### src/rtl/rs485_de_pkg.sv
package rs485_de_pkg;
  typedef enum logic [1:0] {
    ST_RX    = 2'd0,
    ST_PRE   = 2'd1,
    ST_SEND  = 2'd2,
    ST_AFTER = 2'd3
  } dir_state_e;
endpackage

### src/rtl/rs485_char_time.sv
module rs485_char_time #(
  parameter int CLK_HZ = 50_000_000,
  parameter int BAUD_W = 24,
  parameter int NUM_W  = 30
) (
  input  logic              clk_i,
  input  logic              rst_ni,
  input  logic [BAUD_W-1:0] baud_i,
  input  logic [1:0]        data_bits_i,
  input  logic              two_stop_i,
  input  logic              parity_en_i,
  output logic [NUM_W-1:0]  char_cyc_o,
  output logic              busy_o
);
  localparam int STEP_W = $clog2(NUM_W + 1);
  localparam int CFG_W  = BAUD_W + 4;

  logic [CFG_W-1:0]  cfg, cfg_q;
  logic              valid_q, launch;
  logic [3:0]        bits;
  logic [NUM_W-1:0]  numer, quo_q, quo_d;
  logic [BAUD_W-1:0] rem_q, rem_d, baud_q;
  logic [BAUD_W:0]   rem_sh;
  logic              fits;
  logic [STEP_W-1:0] step_q;

  assign cfg    = {baud_i, data_bits_i, two_stop_i, parity_en_i};
  assign launch = !valid_q || (cfg != cfg_q);
  assign bits   = 4'd7 + {2'b0, data_bits_i} + {3'b0, two_stop_i} + {3'b0, parity_en_i};
  assign numer  = NUM_W'(bits) * NUM_W'(CLK_HZ);

  // restoring shift-subtract, one quotient bit per cycle
  assign rem_sh = {rem_q, quo_q[NUM_W-1]};
  assign fits   = rem_sh >= {1'b0, baud_q};
  assign rem_d  = fits ? BAUD_W'(rem_sh - {1'b0, baud_q}) : rem_sh[BAUD_W-1:0];
  assign quo_d  = {quo_q[NUM_W-2:0], fits};

  always_ff @(posedge clk_i or negedge rst_ni) begin
    if (!rst_ni) begin
      valid_q    <= 1'b0;
      cfg_q      <= '0;
      baud_q     <= '0;
      quo_q      <= '0;
      rem_q      <= '0;
      step_q     <= '0;
      char_cyc_o <= NUM_W'(1);
    end else if (launch) begin
      valid_q <= 1'b1;
      cfg_q   <= cfg;
      baud_q  <= baud_i;
      quo_q   <= numer;
      rem_q   <= '0;
      step_q  <= STEP_W'(NUM_W);
    end else if (step_q != '0) begin
      quo_q  <= quo_d;
      rem_q  <= rem_d;
      step_q <= step_q - 1'b1;
      if (step_q == STEP_W'(1)) char_cyc_o <= (quo_d == '0) ? NUM_W'(1) : quo_d;
    end
  end

  assign busy_o = launch || (step_q != '0);
endmodule

### src/rtl/rs485_down_timer.sv
module rs485_down_timer #(
  parameter int W = 32
) (
  input  logic         clk_i,
  input  logic         rst_ni,
  input  logic         load_i,
  input  logic [W-1:0] val_i,
  input  logic         cancel_i,
  output logic         expire_o,
  output logic         run_o
);
  logic [W-1:0] cnt_q;

  always_ff @(posedge clk_i or negedge rst_ni) begin
    if (!rst_ni)             cnt_q <= '0;
    else if (load_i)         cnt_q <= val_i;
    else if (cancel_i)       cnt_q <= '0;
    else if (cnt_q != '0)    cnt_q <= cnt_q - 1'b1;
  end

  assign expire_o = (cnt_q == W'(1));
  assign run_o    = (cnt_q != '0);
endmodule

### src/rtl/rs485_de_seq.sv
module rs485_de_seq
  import rs485_de_pkg::*;
#(
  parameter int CLK_HZ = 50_000_000,
  parameter int BAUD_W = 24,
  parameter int DLY_W  = 8
) (
  input  logic              clk_i,
  input  logic              rst_ni,
  input  logic              en_i,
  input  logic              de_on_send_i,
  input  logic              de_after_send_i,
  input  logic [DLY_W-1:0]  pre_dly_ms_i,
  input  logic [DLY_W-1:0]  post_dly_ms_i,
  input  logic [BAUD_W-1:0] baud_i,
  input  logic [1:0]        data_bits_i,
  input  logic              two_stop_i,
  input  logic              parity_en_i,
  input  logic              tx_req_i,
  input  logic              buf_empty_i,
  input  logic              fifo_empty_i,
  output logic              de_o,
  output logic              tx_start_o
);
  localparam int CYC_PER_MS = CLK_HZ / 1000;
  localparam int NUM_W      = $clog2(CLK_HZ) + 4;
  localparam int DLY_CNT_W  = DLY_W + $clog2(CYC_PER_MS + 1);
  localparam int CNT_W      = (NUM_W > DLY_CNT_W) ? NUM_W : DLY_CNT_W;

  dir_state_e       state_q, state_d;
  logic             de_q, de_d, start_q, start_d, seen_q, seen_d, en_q;
  logic [NUM_W-1:0] char_cyc;
  logic             div_busy;
  logic [CNT_W-1:0] pre_cyc, post_cyc, dly_val;
  logic             dly_load, dly_cancel, dly_expire, dly_run;
  logic             poll_load, poll_cancel, poll_tick, poll_run;
  logic             go_seq, drained;

  assign pre_cyc  = CNT_W'(pre_dly_ms_i) * CNT_W'(CYC_PER_MS);
  assign post_cyc = CNT_W'(post_dly_ms_i) * CNT_W'(CYC_PER_MS);

  rs485_char_time #(.CLK_HZ(CLK_HZ), .BAUD_W(BAUD_W), .NUM_W(NUM_W)) u_char_time (
    .clk_i, .rst_ni, .baud_i, .data_bits_i, .two_stop_i, .parity_en_i,
    .char_cyc_o (char_cyc),
    .busy_o     (div_busy)
  );

  rs485_down_timer #(.W(CNT_W)) u_dly_timer (
    .clk_i, .rst_ni,
    .load_i   (dly_load),
    .val_i    (dly_val),
    .cancel_i (dly_cancel),
    .expire_o (dly_expire),
    .run_o    (dly_run)
  );

  rs485_down_timer #(.W(CNT_W)) u_poll_timer (
    .clk_i, .rst_ni,
    .load_i   (poll_load),
    .val_i    (CNT_W'(char_cyc)),
    .cancel_i (poll_cancel),
    .expire_o (poll_tick),
    .run_o    (poll_run)
  );

  always_comb begin
    state_d     = state_q;
    de_d        = de_q;
    start_d     = 1'b0;
    seen_d      = seen_q;
    dly_load    = 1'b0;
    dly_val     = pre_cyc;
    dly_cancel  = 1'b0;
    poll_load   = 1'b0;
    poll_cancel = 1'b0;
    go_seq      = 1'b0;
    drained     = 1'b0;
    if (!en_i) begin
      state_d     = ST_RX;
      de_d        = 1'b0;
      start_d     = tx_req_i;
      dly_cancel  = 1'b1;
      poll_cancel = 1'b1;
    end else if (!en_q) begin
      state_d     = ST_RX;
      de_d        = de_after_send_i;
      dly_cancel  = 1'b1;
      poll_cancel = 1'b1;
    end else begin
      unique case (state_q)
        ST_RX:  go_seq = tx_req_i;
        ST_PRE: if (dly_expire) begin
          state_d = ST_SEND;
          start_d = 1'b1;
        end
        ST_SEND: begin
          if (tx_req_i) begin
            start_d     = 1'b1;
            poll_cancel = 1'b1;
          end else if (poll_tick) begin
            if (!buf_empty_i) poll_cancel = 1'b1;
            else if (fifo_empty_i && seen_q) begin
              poll_cancel = 1'b1;
              drained     = 1'b1;
            end else begin
              seen_d    = fifo_empty_i;
              poll_load = 1'b1;
            end
          end else if (!poll_run && buf_empty_i && !div_busy) begin
            seen_d    = 1'b0;
            poll_load = 1'b1;
          end
        end
        ST_AFTER: begin
          if (tx_req_i && dly_expire) go_seq = 1'b1;
          else if (tx_req_i) begin
            state_d    = ST_SEND;
            start_d    = 1'b1;
            dly_cancel = 1'b1;
          end else if (dly_expire) begin
            state_d = ST_RX;
            de_d    = de_after_send_i;
          end
        end
        default: state_d = ST_RX;
      endcase
      if (go_seq) begin
        de_d = de_on_send_i;
        if (pre_dly_ms_i == '0) begin
          state_d = ST_SEND;
          start_d = 1'b1;
        end else begin
          state_d  = ST_PRE;
          dly_load = 1'b1;
        end
      end
      if (drained) begin
        if (post_dly_ms_i == '0) begin
          state_d = ST_RX;
          de_d    = de_after_send_i;
        end else begin
          state_d  = ST_AFTER;
          dly_val  = post_cyc;
          dly_load = 1'b1;
        end
      end
    end
  end

  always_ff @(posedge clk_i or negedge rst_ni) begin
    if (!rst_ni) begin
      state_q <= ST_RX;
      de_q    <= 1'b0;
      start_q <= 1'b0;
      seen_q  <= 1'b0;
      en_q    <= 1'b0;
    end else begin
      state_q <= state_d;
      de_q    <= de_d;
      start_q <= start_d;
      seen_q  <= seen_d;
      en_q    <= en_i;
    end
  end

  assign de_o       = de_q;
  assign tx_start_o = start_q;

  logic unused_run;
  assign unused_run = dly_run;
endmodule

### config.mk
export PLATFORM = sky130hd
export DESIGN_NAME = rs485_de_seq
export DESIGN_NICKNAME = d
export VERILOG_FILES = /design/src/rtl/rs485_de_pkg.sv /design/src/rtl/rs485_char_time.sv /design/src/rtl/rs485_down_timer.sv /design/src/rtl/rs485_de_seq.sv
export SDC_FILE = /design/constraint.sdc
export NUM_CORES = 1
export LEC_CHECK = 0
export ABC_AREA = 1
export ABC_CLOCK_PERIOD_IN_PS = 2300
export BUFFER_PORTS_ARGS = -buffer_cell sky130_fd_sc_hd__clkbuf_2
export CAP_MARGIN = 20
export CORE_ASPECT_RATIO = 0.9
export CORE_MARGIN = 1.5
export CORE_UTILIZATION = 55
export DETAILED_ROUTE_END_ITERATION = 7
export GPL_TIMING_DRIVEN = 0
export PLACE_DENSITY = 0.75
export SYNTH_ARGS = -nofsm -noshare
export SYNTH_HDL_FRONTEND = slang
export SYNTH_SLANG_ARGS = --single-unit
### constraint.sdc
create_clock -name clk_i -period 2.3 [get_ports clk_i]
set_input_delay 0.115 -clock clk_i [delete_from_list [all_inputs] [get_ports clk_i]]
set_output_delay 0.115 -clock clk_i [all_outputs]
set_load 0.02 [all_outputs]
Word-level counts from Yosys, hierarchy flattened
Index checks and enable logic that the tools add are counted.
{"block": "classes", "n_mul": 3, "n_addsub": 7, "n_reduce_logical": 23, "n_lt_le_gt_ge": 1, "eq_ne": 13, "bitwise": 2, "n_mux": 84}
{"op": "$mux 30", "n": 9}
{"op": "$mux 24", "n": 7}
{"op": "$eq 30x1->1 const B", "n": 2}
{"op": "$reduce_bool 30->1", "n": 2}
{"op": "$sub 30x1->30 const B", "n": 2}
{"op": "$mux 1", "n": 53}
{"op": "$mul 8x12->20 const B", "n": 2}
{"op": "$logic_not 30->1", "n": 1}
{"op": "$ne 28x28->1", "n": 1}
{"op": "$ge 25x24->1", "n": 1}
{"op": "$sub 24x24->24", "n": 1}
{"op": "$mul 4x19->23 const B", "n": 1}
{"op": "$mux 2", "n": 10}
{"op": "$logic_not 8->1", "n": 2}
{"op": "$ne 6x6->1 const B", "n": 2}
{"op": "$mux 5", "n": 2}
{"op": "$add 4x1->4", "n": 2}
{"op": "$ne 7x7->1 const B", "n": 1}
{"op": "$reduce_and 7->1", "n": 1}
{"op": "$ne 6x2->1 const B", "n": 1}
{"op": "$reduce_bool 3->1", "n": 2}
{"op": "$eq 5x1->1 const B", "n": 1}
{"op": "$reduce_bool 5->1", "n": 1}
{"op": "$sub 5x1->5 const B", "n": 1}
{"op": "other kinds (15)", "n": 25}
{"block": "totals", "regBits": 208, "wordCells": 147, "out_inout_bits": 2}

Longest topological paths before layout
{"block": "depth", "depth_word": 12, "depth_mapped": 22, "mapped_depth_nobuf": 22}

Modules after synthesis
Synthesis repeated with hierarchy kept, for this count alone.
{"block": "unflattened", "cells_unflattened": 2508, "area_unflattened_um2": 17225.3}
{"module": "rs485_char_time", "cells_per_inst": 1260, "area_each_um2": 8629.5, "n_inst": 1, "seq_area_each_um2": 2954.1}
{"module": "rs485_de_seq", "cells_per_inst": 582, "area_each_um2": 4077.7, "n_inst": 1, "seq_area_each_um2": 150.1}
{"module": "rs485_down_timer (u_dly_timer)", "cells_per_inst": 331, "area_each_um2": 2297.2, "n_inst": 1, "seq_area_each_um2": 750.7}
{"module": "rs485_down_timer (u_poll_timer)", "cells_per_inst": 335, "area_each_um2": 2220.9, "n_inst": 1, "seq_area_each_um2": 750.7}

Worst setup path before layout
Ideal clock, no wire load.
{"block": "synth_path", "path_type": "input -> register", "from": "input data_bits_i[0]", "to": "register u_char_time.quo_q[24]", "required_time_ns": 2.176, "setup_slack_ns": -1.705, "t_arrival_ns": 3.881, "cell_stages": 21, "setup_ns": 0.124, "path_buffers": 0, "cell_sequence": "inv_1 -> ha_1 -> inv_1 -> ha_1 -> inv_1 -> fa_1 -> xor2_1 -> fa_1 -> inv_1 -> fa_1 -> inv_1 -> fa_1 -> a21oi_1 -> o21ai_0 -> nand2_1 -> nand2_1 -> nand3_1 -> nand2_1 -> a21oi_1 -> xor2_1 -> o21bai_1"}
{"block": "synth_between", "elab_chain_cells": 5, "word_cells_on_any_way": 8}
{"item": "from (decl)", "line_no": "rs485_de_seq.sv:16", "source": "input logic [1:0] data_bits_i,"}
{"item": "$add 3x2->4", "line_no": "rs485_char_time.sv:29", "source": "assign bits = 4'd7 + {2'b0, data_bits_i} + {3'b0, two_stop_i} + {3'b0, parity_en_i};"}
{"item": "$add 4x1->4 (2 in series)", "line_no": "rs485_char_time.sv:29"}
{"item": "$mul 4x19->23", "line_no": "rs485_char_time.sv:30", "source": "assign numer = NUM_W'(bits) * NUM_W'(CLK_HZ);"}
{"item": "$mux 30", "line_no": "rs485_char_time.sv:47", "source": "end else if (launch) begin"}
{"item": "to (signal assigned)", "line_no": "rs485_char_time.sv:51", "source": "quo_q <= numer;"}
{"item": "to (signal assigned)", "line_no": "rs485_char_time.sv:55", "source": "quo_q <= quo_d;"}
{"item": "to (decl)", "line_no": "rs485_char_time.sv:21", "source": "logic [NUM_W-1:0] numer, quo_q, quo_d;"}
Several ways; a longest one is shown, not always the timed one.
A chain may end at the register's enable or synchronous reset.

Worst setup path in the final report
{"block": "layout_path", "from": "input parity_en_i", "to": "register u_char_time.quo_q[24]"}
{"block": "layout_between", "elab_chain_cells": 3, "word_cells_on_any_way": 6}
{"item": "from (decl)", "line_no": "rs485_de_seq.sv:18", "source": "input logic parity_en_i,"}
{"item": "$add 4x1->4 or $ne 28x28->1 (tied branches)", "line_no": "rs485_char_time.sv:29, rs485_char_time.sv:28"}
{"item": "$mul 4x19->23 or $logic_or 1x1->1 (tied branches)", "line_no": "rs485_char_time.sv:30, rs485_char_time.sv:28"}
{"item": "$mux 30 or $reduce_bool 2->1 (tied branches)"}
Several ways; a longest one is shown, not always the timed one.

==> flow_summary.json <==
{
  "synth_nets": 2438,
  "ys.flop_type": "dfrtp_1",
  "routed_wl_um": 50880,
  "cts_buffer_depth": 2,
  "antennaDiodeCount": 0,
  "ant_nets": 0,
  "relSlewSlack": 0.4123,
  "start_util": 0.5598,
  "hold_slack_ns": 0.07530,
  "place.gp.congestion": 0.9636,
  "synthesis.area_mm2": 0.01620,
  "criticalPathCategory": "in2reg",
  "yosys.area.top_type": "dfrtp_1",
  "outcome": "complete, but fails checks",
  "cp_max_fo": 3,
  "hold_viol": 0,
  "hold_path.class": "in2reg",
  "end_kind": "flop",
  "boundaryPins": 54,
  "synth.area.top_cells": "dfrtp_1, ha_1, nand2_1",
  "synth.top_cells.by_count": "nand2_1, inv_1, dfrtp_1",
  "cts_tree": "built",
  "synth_edf_count": 0,
  "num-fill-cells": 1881,
  "first_pass_iters": 6,
  "yosysMostFrequentCell": "nand2_1",
  "cts-root-buf": "clkbuf_16",
  "leakage_nw": 11.13,
  "numCtsBuffers": 17,
  "vias": 16206,
  "critPathLaunchType": "input port",
  "worstMarginPinSlew_ns": 0.8816,
  "synthToLayoutAreaGrowth_pct": 36.50,
  "skew_ns": 0.02460,
  "overflow": 0,
  "finalSetupViolations": 115,
  "final_nets": 2689,
  "max_freq_mhz": 274.7,
  "period_needed_ns": 3.640,
  "post-route-drc-count": 0,
  "grt_pass1_vias": 14882,
  "cp.required_ns": 2.63,
  "violations": "negative setup slack",
  "num_rows": 59,
  "insertion_delay_ns": 0.47,
  "wl_per_cell_um": 17.94,
  "htreeDepth": 4,
  "ys_warn_count": 0,
  "synth_top_area_frac": 0.2827,
  "layout-drive-gt1-share": 0.3242,
  "cp.arrival_ns": 3.97,
  "ys_ff_latch": 184,
  "fin_crit_sh": 1.583,
  "drv_cap": 0,
  "portBuffers": 52,
  "grt_usage": 0.2951,
  "vias_per_cell": 5.714,
  "synthDistinctLibCells": 62,
  "antenna_found_initial": 0,
  "grt_pass1_wl_um": 72590,
  "first_iter_violations": 1552,
  "core_area_mm2": 0.02894,
  "dp_hpwl_um": 32590,
  "ys_seq_area_frac": 0.2843,
  "clkTransAtPathRegs_ns": 0.08,
  "reg2reg_setup_slack_ns": -0.15,
  "clock_sinks": 184,
  "setup_slack_ns": -1.340,
  "dieWidth_um": 183.9,
  "synth-async-reset-ratio": 1.000,
  "dieArea_mm2": 0.03050,
  "slew_violations": 0,
  "power.density_mw_per_mm2": 838.8,
  "grt_setup_unrepaired": "true",
  "syn_area_per_cell_um2": 7.445,
  "worst_ir_drop_vdd_v": 0.0005023,
  "die_height_um": 165.8,
  "syn_inst": 2176,
  "tns_ns": -28.91,
  "grt_max_degree": 107
}
[area by class of cell]
| type | instances | area (µm²) | share of cell area |
|---|---|---|---|
| Timing Repair Buffer | 231 | 2168 | 0.09805 |
| Timing Repair inverter | 1 | 8.758 | 0.0003961 |
| Multi-Input combinational cell | 1607 | 12470 | 0.5639 |
| Sequential cell | 184 | 4606 | 0.2083 |
| Tap cell | 396 | 495.5 | 0.02241 |
| Buffer | 68 | 484.2 | 0.02190 |
| Clock buffer | 17 | 425.4 | 0.01924 |
| Inverter | 317 | 1250 | 0.05652 |
| Clock inverter | 15 | 205.2 | 0.009279 |
[state kept, by name, indices dropped and copies added, names as in the netlist, 4 cells and up]
| name | cells |
|---|---|
| u_char_time.baud_q | 24 |
| u_char_time.cfg_q | 4 |
| u_char_time.quo_q | 30 |
| u_char_time.step_q | 5 |
| u_poll_timer.cnt_q | 30 |
| u_char_time.char_cyc_o | 30 |
| u_dly_timer.cnt_q | 30 |
| u_char_time.rem_q | 24 |
[critical path, cell delays in order]
cell,delay [ns]
clkbuf_16,0.13
inv_12,0.05
ha_4,0.19
inv_2,0.06
ha_4,0.13
inv_4,0.04
fa_2,0.42
xor2_4,0.18
fa_2,0.60
inv_2,0.04
fa_1,0.49
inv_2,0.06
fa_2,0.35
a21oi_2,0.16
o21ai_2,0.08
nand2_1,0.08
nand2_2,0.06
nand3_2,0.09
nand2_4,0.06
a21oi_2,0.16
xor2_1,0.30
o21bai_1,0.13
[what timing repair did]
action / CTS / global route
hold buffers: 30 / 0
buffers inserted: 52 / 86
pin swaps: 108 / 193
gates cloned: 2 / 11
endpoints found under the setup margin: 135 / 150
resized for setup: 189 / 433
hold endpoints to repair: 136 / 0
[routing by layer]
metal	vias up	wire, µm	track usage
li1	7552	-	-
met1	7718	20810	0.3937
met2	753	24990	0.4928
met3	183	3194	0.04298
met4	0	1874	0.09551
met5	-	0	0
[stage by stage]
stage | instance area (µm²) | instances | setup slack [ns] | utilization | total power [W]
after floorplan | 16680 | 2176 | -1.485 | - | 0.01038
after global placement | 17440 | 2624 | -2.307 | 0.6027 | 0.01197
final | 22110 | 2836 | -1.340 | 0.7642 | 0.01855
after detailed placement | 17480 | 2625 | -2.083 | 0.6039 | 0.01218
after global routing | 22110 | 2836 | -1.458 | 0.7642 | 0.01967
after CTS | 19680 | 2741 | -1.146 | 0.6799 | 0.01659
[cells in the final DEF (no fill, tap or decap), types with 62 or more instances in the layout]
cell type  synthesis  routed
buf_4              4     109
dfrtp_1          183     183
ha_1             175     104
ha_4               0      64
inv_1            302     255
nand2_1          527     436
nand2_2           16      72
nand3_1          155     109
nor2_1           168     135
xor2_1            67      62
[kinds of logic after synthesis]
family | after synthesis | share of synthesized area
xor gates and xnor gates | 105 | 0.05677
other | 1 | 0.0002315
buffers and inverters | 386 | 0.09569
DFF | 184 | 0.2843
adders and majority gates | 210 | 0.1784
AOI/OAI and AO/OA | 278 | 0.1036
and+or+nand+nor | 1012 | 0.2810
[path summary, 6_finish.rpt]
path | startpoint | endpoint | cells after the start
max | parity_en_i | u_char_time.quo_q[24] | 22
max reg2reg | u_char_time.baud_q[20] | u_char_time.char_cyc_o[6] | 13
max in group asynchronous | rst_ni | u_char_time.char_cyc_o[0] | 3
min in group asynchronous | rst_ni | u_char_time.cfg_q[2] | 2
min | de_after_send_i | de_o | 3
min reg2reg | u_char_time.char_cyc_o[0] | u_char_time.char_cyc_o[0] | 2
[power by group]
part / total (W) / internal (W) / switching (W)
Clock: 0.00312 / 0.00151 / 0.00161
Combinational: 0.0113 / 0.00477 / 0.00654
Sequential: 0.00411 / 0.00368 / 0.000426
Note: power is estimated with default switching activity, not from simulation.
